[config.mk]
export PLATFORM = sky130hd
export DESIGN_NAME = disp_init_seq
export DESIGN_NICKNAME = d
export VERILOG_FILES = /design/src/rtl/dinit_pkg.sv /design/src/rtl/dinit_rom.sv /design/src/rtl/dinit_shift.sv /design/src/rtl/dinit_timer.sv /design/src/rtl/disp_init_seq.sv
export SDC_FILE = /design/constraint.sdc
export NUM_CORES = 1
export LEC_CHECK = 0
export BUFFER_PORTS_ARGS = -buffer_cell sky130_fd_sc_hd__buf_4
export CORE_MARGIN = 1
export CORE_UTILIZATION = 60
export CTS_BUF_LIST = sky130_fd_sc_hd__clkbuf_2
export CTS_CLUSTER_SIZE = 14
export DETAILED_ROUTE_END_ITERATION = 7
export PLACE_DENSITY = 0.77
export SLEW_MARGIN = 20
export SYNTH_ARGS = -nofsm -noshare
export SYNTH_HDL_FRONTEND = slang
export SYNTH_HIERARCHICAL = 1
export SYNTH_SLANG_ARGS = --single-unit
[constraint.sdc]
create_clock -name clk -period 3.78 [get_ports clk]
set_clock_uncertainty 0.1 [all_clocks]
set_input_delay 0.567 -clock clk [delete_from_list [all_inputs] [get_ports clk]]
set_output_delay 0.567 -clock clk [all_outputs]
set_load 0.01 [all_outputs]
[src/rtl/dinit_pkg.sv]
package dinit_pkg;

    localparam logic [7:0] KIND_DATA = 8'h00;
    localparam logic [7:0] KIND_CMD  = 8'h01;
    localparam logic [7:0] KIND_WAIT = 8'h02;

    typedef struct packed {
        logic [7:0] kind;
        logic [7:0] arg;
    } entry_t;

    typedef enum logic [2:0] {
        S_IDLE,
        S_LOAD,
        S_SEND,
        S_WAIT,
        S_CLOSE,
        S_DONE
    } seq_state_t;

endpackage

[src/rtl/dinit_rom.sv]
module dinit_rom
    import dinit_pkg::*;
#(
    parameter int unsigned N_ENTRIES = 16,
    parameter int unsigned AW        = 4,
    parameter logic [15:0] LIST [N_ENTRIES] = '{default: 16'h0000}
) (
    input  logic [AW-1:0] addr,
    output entry_t        word
);

    // Read is combinational; addresses past the end return a zero entry.
    always_comb begin
        word = '0;
        for (int i = 0; i < int'(N_ENTRIES); i++) begin
            if (addr == AW'(i)) begin
                word = entry_t'(LIST[i]);
            end
        end
    end

endmodule

[src/rtl/dinit_shift.sv]
module dinit_shift #(
    parameter int unsigned BITS = 8
) (
    input  logic            clk,
    input  logic            rst_n,
    input  logic            load,
    input  logic [BITS-1:0] din,
    output logic            sck,
    output logic            mosi,
    output logic            active,
    output logic            last
);

    // Four system clocks per bit: two with SCK low, two with SCK high.
    localparam int unsigned TICKS = BITS * 4;
    localparam int unsigned CW    = $clog2(TICKS);
    localparam logic [CW-1:0] CNT_END = CW'(TICKS - 1);

    logic [CW-1:0]   cnt;
    logic [BITS-1:0] sreg;

    always_ff @(posedge clk or negedge rst_n) begin
        if (!rst_n) begin
            cnt    <= '0;
            sreg   <= '0;
            active <= 1'b0;
        end else if (load) begin
            cnt    <= '0;
            sreg   <= din;
            active <= 1'b1;
        end else if (active) begin
            cnt <= cnt + 1'b1;
            if (cnt[1:0] == 2'b11) begin
                sreg <= {sreg[BITS-2:0], 1'b0};
            end
            if (cnt == CNT_END) begin
                active <= 1'b0;
            end
        end
    end

    assign sck  = active & cnt[1];
    assign mosi = active & sreg[BITS-1];
    assign last = active && (cnt == CNT_END);

    // each high phase of SCK is preceded by two low cycles
    a_r6_sck_low_phase: assert property (@(posedge clk) disable iff (!rst_n)
        $rose(sck) |-> !$past(sck, 2));

    // data line is steady while SCK is high
    a_r6_mosi_steady: assert property (@(posedge clk) disable iff (!rst_n)
        (sck && $past(sck)) |-> $stable(mosi));

endmodule

[src/rtl/dinit_timer.sv]
module dinit_timer #(
    parameter int unsigned MS_CYCLES = 50000
) (
    input  logic       clk,
    input  logic       rst_n,
    input  logic       load,
    input  logic [7:0] ms,
    output logic       running,
    output logic       expire
);

    localparam int unsigned SW = $clog2(MS_CYCLES + 1);
    localparam logic [SW-1:0] SUB_END = SW'(MS_CYCLES - 1);

    logic [SW-1:0] sub;
    logic [7:0]    left;

    always_ff @(posedge clk or negedge rst_n) begin
        if (!rst_n) begin
            sub     <= '0;
            left    <= '0;
            running <= 1'b0;
        end else if (load) begin
            sub     <= '0;
            left    <= ms;
            running <= (ms != 8'd0);
        end else if (running) begin
            if (sub == SUB_END) begin
                sub  <= '0;
                left <= left - 8'd1;
                if (left == 8'd1) begin
                    running <= 1'b0;
                end
            end else begin
                sub <= sub + 1'b1;
            end
        end
    end

    assign expire = running && (sub == SUB_END) && (left == 8'd1);

    // an active pause always has at least one millisecond left
    a_r3_no_underflow: assert property (@(posedge clk) disable iff (!rst_n)
        running |-> (left != 8'd0));

endmodule

[src/rtl/disp_init_seq.sv]
module disp_init_seq
    import dinit_pkg::*;
#(
    parameter int unsigned MS_CYCLES = 50000,
    parameter int unsigned N_ENTRIES = 16,
    parameter logic [15:0] INIT_LIST [N_ENTRIES] = '{
        16'h0101, 16'h0205, 16'h0128, 16'h01B1,
        16'h0000, 16'h001B, 16'h01C0, 16'h0010,
        16'h0136, 16'h00C8, 16'h013A, 16'h0055,
        16'h0111, 16'h020A, 16'h0129, 16'h012C
    }
) (
    input  logic clk,
    input  logic rst_n,
    input  logic start,
    output logic busy,
    output logic done,
    output logic lcd_cs_n,
    output logic lcd_dc,
    output logic spi_sck,
    output logic spi_mosi
);

    localparam int unsigned PW = (N_ENTRIES > 1) ? $clog2(N_ENTRIES) : 1;
    localparam logic [PW-1:0] PTR_END = PW'(N_ENTRIES - 1);

    seq_state_t    st, nx;
    logic [PW-1:0] ptr;
    entry_t        cur;
    logic          is_last, is_byte, is_pause, step;
    logic          tx_load, tx_last, tx_active;
    logic          tm_load, tm_exp, tm_running;

    dinit_rom #(
        .N_ENTRIES (N_ENTRIES),
        .AW        (PW),
        .LIST      (INIT_LIST)
    ) u_rom (
        .addr (ptr),
        .word (cur)
    );

    dinit_shift #(
        .BITS (8)
    ) u_shift (
        .clk    (clk),
        .rst_n  (rst_n),
        .load   (tx_load),
        .din    (cur.arg),
        .sck    (spi_sck),
        .mosi   (spi_mosi),
        .active (tx_active),
        .last   (tx_last)
    );

    dinit_timer #(
        .MS_CYCLES (MS_CYCLES)
    ) u_timer (
        .clk     (clk),
        .rst_n   (rst_n),
        .load    (tm_load),
        .ms      (cur.arg),
        .running (tm_running),
        .expire  (tm_exp)
    );

    assign is_last  = (ptr == PTR_END);
    assign is_byte  = (cur.kind == KIND_DATA) || (cur.kind == KIND_CMD);
    assign is_pause = (cur.kind == KIND_WAIT) && (cur.arg != 8'd0);
    assign tx_load  = (st == S_LOAD) && is_byte;
    assign tm_load  = (st == S_LOAD) && (cur.kind == KIND_WAIT);

    // Next-state decode
    always_comb begin
        nx   = st;
        step = 1'b0;
        unique case (st)
            S_IDLE: begin
                if (start) nx = S_LOAD;
            end
            S_LOAD: begin
                if (is_byte) begin
                    nx = S_SEND;
                end else if (is_pause) begin
                    nx = S_WAIT;
                end else begin
                    step = 1'b1;
                    nx   = is_last ? S_CLOSE : S_LOAD;
                end
            end
            S_SEND: begin
                if (tx_last) begin
                    step = 1'b1;
                    nx   = is_last ? S_CLOSE : S_LOAD;
                end
            end
            S_WAIT: begin
                if (tm_exp) begin
                    step = 1'b1;
                    nx   = is_last ? S_CLOSE : S_LOAD;
                end
            end
            S_CLOSE: nx = S_DONE;
            S_DONE:  nx = S_IDLE;
            default: nx = S_IDLE;
        endcase
    end

    // State register
    always_ff @(posedge clk or negedge rst_n) begin
        if (!rst_n) st <= S_IDLE;
        else        st <= nx;
    end

    // Registered outputs and list pointer
    always_ff @(posedge clk or negedge rst_n) begin
        if (!rst_n) begin
            busy     <= 1'b0;
            done     <= 1'b0;
            lcd_cs_n <= 1'b1;
            lcd_dc   <= 1'b1;
            ptr      <= '0;
        end else begin
            done <= 1'b0;
            unique case (st)
                S_IDLE: begin
                    if (start) begin
                        busy     <= 1'b1;
                        lcd_cs_n <= 1'b0;
                        ptr      <= '0;
                    end
                end
                S_LOAD: begin
                    if (cur.kind == KIND_DATA) lcd_dc <= 1'b1;
                    else if (cur.kind == KIND_CMD) lcd_dc <= 1'b0;
                end
                S_CLOSE: lcd_cs_n <= 1'b1;
                S_DONE: begin
                    busy <= 1'b0;
                    done <= 1'b1;
                end
                default: ;
            endcase
            if (step && !is_last) begin
                ptr <= ptr + 1'b1;
            end
        end
    end

    // chip select is only low inside a run
    a_r5_cs_in_run: assert property (@(posedge clk) disable iff (!rst_n)
        !lcd_cs_n |-> busy);

    // no serial clock outside the chip-select window
    a_r6_sck_selected: assert property (@(posedge clk) disable iff (!rst_n)
        spi_sck |-> !lcd_cs_n);

    // dc holds while a byte is on the wire
    a_r7_dc_hold: assert property (@(posedge clk) disable iff (!rst_n)
        (st == S_SEND && $past(st == S_SEND)) |-> $stable(lcd_dc));

    // link stays quiet during a pause
    a_r3_quiet_pause: assert property (@(posedge clk) disable iff (!rst_n)
        (st == S_WAIT) |-> (!spi_sck && !spi_mosi && tm_running));

    // decode cycle has no serial activity
    a_r4_load_quiet: assert property (@(posedge clk) disable iff (!rst_n)
        (st == S_LOAD) |-> (!tx_active && !spi_sck));

    // busy only rises after a start request
    a_r8_busy_from_start: assert property (@(posedge clk) disable iff (!rst_n)
        $rose(busy) |-> $past(start));

    // done is a single pulse after chip select is released
    a_r9_done_single: assert property (@(posedge clk) disable iff (!rst_n)
        done |=> !done);

    a_r9_done_after_release: assert property (@(posedge clk) disable iff (!rst_n)
        done |-> (lcd_cs_n && $past(lcd_cs_n) && !busy));

endmodule

======== Word-level counts from Yosys, hierarchy flattened ========
Cells that the tools add are included.
word-level totals
  output and inout bits ................... 6
  register bits after elaboration ......... 50
  word-level logic and storage cells ...... 132
  bits of input ports ..................... 3
cells by class
  mux-type cells .......................... 56
  bitwise operators ....................... 2
  add/sub/neg operators ................... 4
  reductions and logical operators ........ 29
  eq/ne operators ......................... 29
operators with widths
  kind                                                 count
  two-way mux 10 bit                                   15
  two-way mux 16 bit                                   3
  two-way mux 8 bit                                    6
  equality test 4 bit, second input constant           8
  two-way mux 3 bit                                    6
  nonzero test 2 bit                                   9
  adder 16 x 1 -> 16 bit, second input constant        1
  equality test 16 bit, second input constant          1
  equality test 4 x 3 -> 1 bit, second input constant  4
  equality test 8 x 1 -> 1 bit, second input constant  2
  two-way mux 1 bit                                    16
  case mux 3 bit (5 select lines)                      1
  two-way mux 4 bit                                    3
  AND reduction 2 bit                                  6
  two-way mux 5 bit                                    2
  two-way mux 9 bit                                    1
  equality test 4 x 2 -> 1 bit, second input constant  2
  equality test 8 x 2 -> 1 bit, second input constant  1
  zero test 8 bit                                      1
  nonzero test 8 bit                                   1
  subtractor 8 x 1 -> 8 bit, second input constant     1
  logical AND 1 bit                                    7
  equality test 3 x 2 -> 1 bit, second input constant  2
  equality test 3 bit, second input constant           2
  other kinds (15)                                     19

======== Longest topological paths before layout ========
  depth after elaboration ................. 25
  gate-level depth with buffers ........... 11
  gate-level depth less buffers ........... 10

======== By module ========
Netlist, hierarchy kept.
by module, submodules not included
  module         cells an instance  sequential area each (um^2)  instances  area each (um^2)
  dinit_timer    152                625.6                        1          1435.1
  dinit_shift    74                 350.3                        1          802.0
  disp_init_seq  78                 277.8                        1          716.9
  dinit_rom      42                 0.0                          1          256.5

======== Worst setup path before layout ========
OpenSTA, ideal clock, no wires.
  kind .................................... reg-to-reg
  from .................................... register ptr[3]
  to ...................................... register u_timer.sub[11]
  stages on the path, launching flop included .. 10
  arrival time ............................ 2.389 ns
  required time ........................... 3.552 ns
  period minus slack after synthesis ...... 2.617 ns
  buffers on the path ..................... 1
  setup time .............................. 0.128 ns
  slack ................................... 1.163 ns
  path through ............................ dfrtp_1 buf_2 nand2b_1 nand2_1 nor3_1 nor3b_1 o2111ai_1 nor4_1 xnor2_1 nor2_1
RTL lines
  element                 line                  source
  from (decl)             disp_init_seq.sv:28   logic [PW-1:0] ptr;
  from (signal assigned)  disp_init_seq.sv:145  ptr <= ptr + 1'b1;
  to (signal assigned)    dinit_timer.sv:35     sub <= sub + 1'b1;
  to (decl)               dinit_timer.sv:15     logic [SW-1:0] sub;

==> qor.yml <==
drtAntennaViolNets: 0
synthAdderAreaFrac: 0.02338
vias_per_cell: 5.962
diodes: 0
synth_xor_area_frac: 0.03274
critPathArrivalTime_ns: 3.28
hold_class: "input port to asynchronous set/reset pin"
synth_cell_types: 68
whs_ns: -0.003931
first_iter_violations: 225
period_needed_ns: 3.055
synth_mux_area_frac: 0.02299
portBuffers: 8
grt_max_degree: 51
hold_violations: 3
relSlewSlack: 0.5147
reg2reg_depth: 9
crit_family: "simple AND/OR/NAND/NOR gates"
gr-total-overflow: 0
yosys.area_share.simple: 0.2872
routedWlPerCell_um: 15.10
path_class: "flip-flop to flip-flop"
leakagePower_nw: 1.347
violations: "hold timing"
worst_pin_slew_ns: 0.7257
setup_slack_ns: 0.7248
cp.buffers_inverters: 1
die_width_um: 75.15
cts.sinks: 50
end_kind: "flip-flop"
cts-root-buf: "clkbuf_2"
area_growth_pct: 3.118
coreArea_um2: 5140
clkTransAtPathRegs_ns: 0.26
synth_flop_cell: "dfrtp_1"
maxCapViolCount: 0
die-area_um2: 5648
numCtsBuffers: 5
pre_cts_slack_ns: 0.8289
syn_inst: 346
powerDensity_nw_per_um2: 252.5
yosysSeqAreaShare: 0.3905
crit_path_cell_trace: "nand2b_1 > nand2_1 > nor3_1 > nor3b_1 > buf_4 > o2111ai_1 > nor4_1 > xnor2_1 > nor2_1"
num-nets-final: 354
synthesis.area_um2: 3211
grt_pass1_wl_um: 10200
cts_max_path_buffers: 2
synth_seq_cells: 50
r2r-end: "u_timer/sub[11]"
async_reset_ff_frac: 1.000
antenna_found_initial: 0
cts_tree: "built"
slew_viol_final: 0
ys_warn_count: 6
fmax_mhz: 327.3
layout-drive-gt1-share: 0.1416
gr-usage-all-layers: 0.2375
rows: 26
synth_compound_area_frac: 0.1824
initial_core_util: 0.6246
vdd_drop_max_mv: 0.1538
slowest_delay_ns: 0.63
htreeDepth: 2
cts_hold_buf: 0
synth_top_family_by_area: "simple AND/OR/NAND/NOR gates"
rsz0062_at_grt: "no"
hpwlAfterDp_um: 4286
status: "complete, but fails checks"
post-cts-setup-buffers: 0
finalWirelength_um: 6281
globalplace.congestion: 0.8062
rr_startpoint: "ptr[3]"
ioPinCount: 9
setup_viol: 0
die_y_um: 75.15
synth-edff-count: 0
crit_slowest_cell: "dfrtp_1"
cts.repair.resized: 0
vias: 2480
clk_latency_ns: 0.43
crit_required_ns: 4.00
drc_errors: 0
worst-path-max-fanout: 14
rrSetupSlack_ns: 0.72
grt_pass1_vias: 2179
fin_crit_sh: 0.8083
cp-start-kind: "flip-flop"
tns_ns: 0
dr.pass1.iters: 4
syn_area_per_cell_um2: 9.279
-- routing by layer --
metal / vias to the layer above / GRT usage / share of wire
li1: 1246 / - / -
met1: 1193 / 0.3518 / 0.50
met2: 37 / 0.3614 / 0.46
met3: 4 / 0.03213 / 0.034
met4: 0 / 0.07613 / 0.0078
met5: - / 0 / 0
-- cell usage in the layout (no fill, tap or decap), types with 5 or more instances in the layout --
cell type / count
a21oi_1: 14
a31oi_1: 8
buf_4: 10
clkbuf_2: 5
conb_1: 6
dfrtp_1: 48
ha_1: 6
inv_1: 12
nand2_1: 35
nand2b_1: 11
nand3_1: 12
nand4_1: 6
nand4b_1: 7
nor2_1: 29
nor4_1: 5
o211ai_2: 6
o21ai_0: 17
o31ai_1: 9
or3_1: 5
or4_1: 9
xnor2_1: 8
-- area by class of cell --
| type | instances | area (um2) |
|---|---|---|
| Clock buffer | 5 | 25.02 |
| Timing Repair Buffer | 10 | 75.07 |
| Tap cell | 70 | 87.58 |
| Multi-Input combinational cell | 266 | 1784 |
| Fill cell | 430 | 1829 |
| Clock inverter | 3 | 40.04 |
| Sequential cell | 50 | 1254 |
| Inverter | 12 | 45.04 |
-- cells by family (layout without fill, tap and decap cells) --
logic type	after synthesis	count (layout)
fa+ha+maj	6	6
simple gates	156	156
other cells	1	6
flops	50	50
buf+inv	35	30
mux	7	7
xor+xnor	12	12
compound gates	79	79
-- worst reg2reg max path, stage by stage (launching register included) --
cell and delay [ns]:
dfrtp_1 0.63, nand2b_1 0.26, nand2_1 0.13, nor3_1 0.42
nor3b_1 0.30, buf_4 0.24, o2111ai_1 0.28, nor4_1 0.37
xnor2_1 0.16, nor2_1 0.05
-- power breakdown --
| part | total [mW] | switching, mW | internal [mW] |
|---|---|---|---|
| logic | 0.0166 | 0.0140 | 0.00253 |
| clock network | 0.283 | 0.173 | 0.110 |
| registers | 0.536 | 0 | 0.536 |
-- flip-flops by register name, indices dropped and copies added, names as in the netlist, 3 cells and up --
| register | flops |
|---|---|
| st | 3 |
| u_shift/sreg | 8 |
| ptr | 4 |
| u_timer/left | 8 |
| u_shift/cnt | 5 |
| u_timer/sub | 16 |
-- through the flow --
stage / instances / cell area [um2] / utilization / power (mW) / hold slack (ns)
floorplan: 351 / 3229 / - / 0.5539 / 0.1714
global placement: 408 / 3246 / 0.6315 / 0.5622 / 0.3866
detailed placement: 408 / 3246 / 0.6315 / 0.5624 / 0.3899
CTS: 416 / 3311 / 0.6441 / 0.8470 / 0.01035
global route: 416 / 3311 / 0.6441 / 0.8734 / 0.02578
finish: 416 / 3311 / 0.6441 / 0.8359 / -0.003931
-- synthesized netlist by cell type (all sizes together), types with 4 or more instances --
library cell / count / share of area
mux2i: 4 / 0.012
a21oi: 16 / 0.030
o31ai: 9 / 0.021
inv: 12 / 0.014
or3: 6 / 0.013
a31oi: 8 / 0.016
buf: 19 / 0.041
a21o: 4 / 0.0094
ha: 6 / 0.023
nor2: 29 / 0.034
nor3: 5 / 0.0094
nand3b: 4 / 0.0094
nand4: 7 / 0.016
and2: 6 / 0.013
nand2: 36 / 0.043
nand3: 12 / 0.019
nand4b: 7 / 0.019
nor4: 6 / 0.016
or4: 9 / 0.021
o211ai: 8 / 0.028
o21ai: 19 / 0.031
xor2: 4 / 0.011
and3: 5 / 0.010
nand2b: 12 / 0.024
clkbuf: 4 / 0.0047
dfrtp: 48 / 0.37
xnor2: 8 / 0.022
-- worst max-delay path by stage --
stage          slack (ns)              end   start  depth (start not counted)
3_5_place_dp         0.83  u_timer/sub[11]  ptr[2]                          9
5_1_grt              0.43   u_timer/sub[9]  ptr[3]                          9
2_1_floorplan        1.16  u_timer/sub[11]  ptr[3]                          9
4_1_cts              0.75  u_timer/sub[11]  ptr[3]                          9
3_3_place_gp         0.97  u_timer/sub[11]  ptr[2]                          9
6_report             0.72  u_timer/sub[11]  ptr[3]                          9
Note: power is estimated with default switching activity, not from simulation.
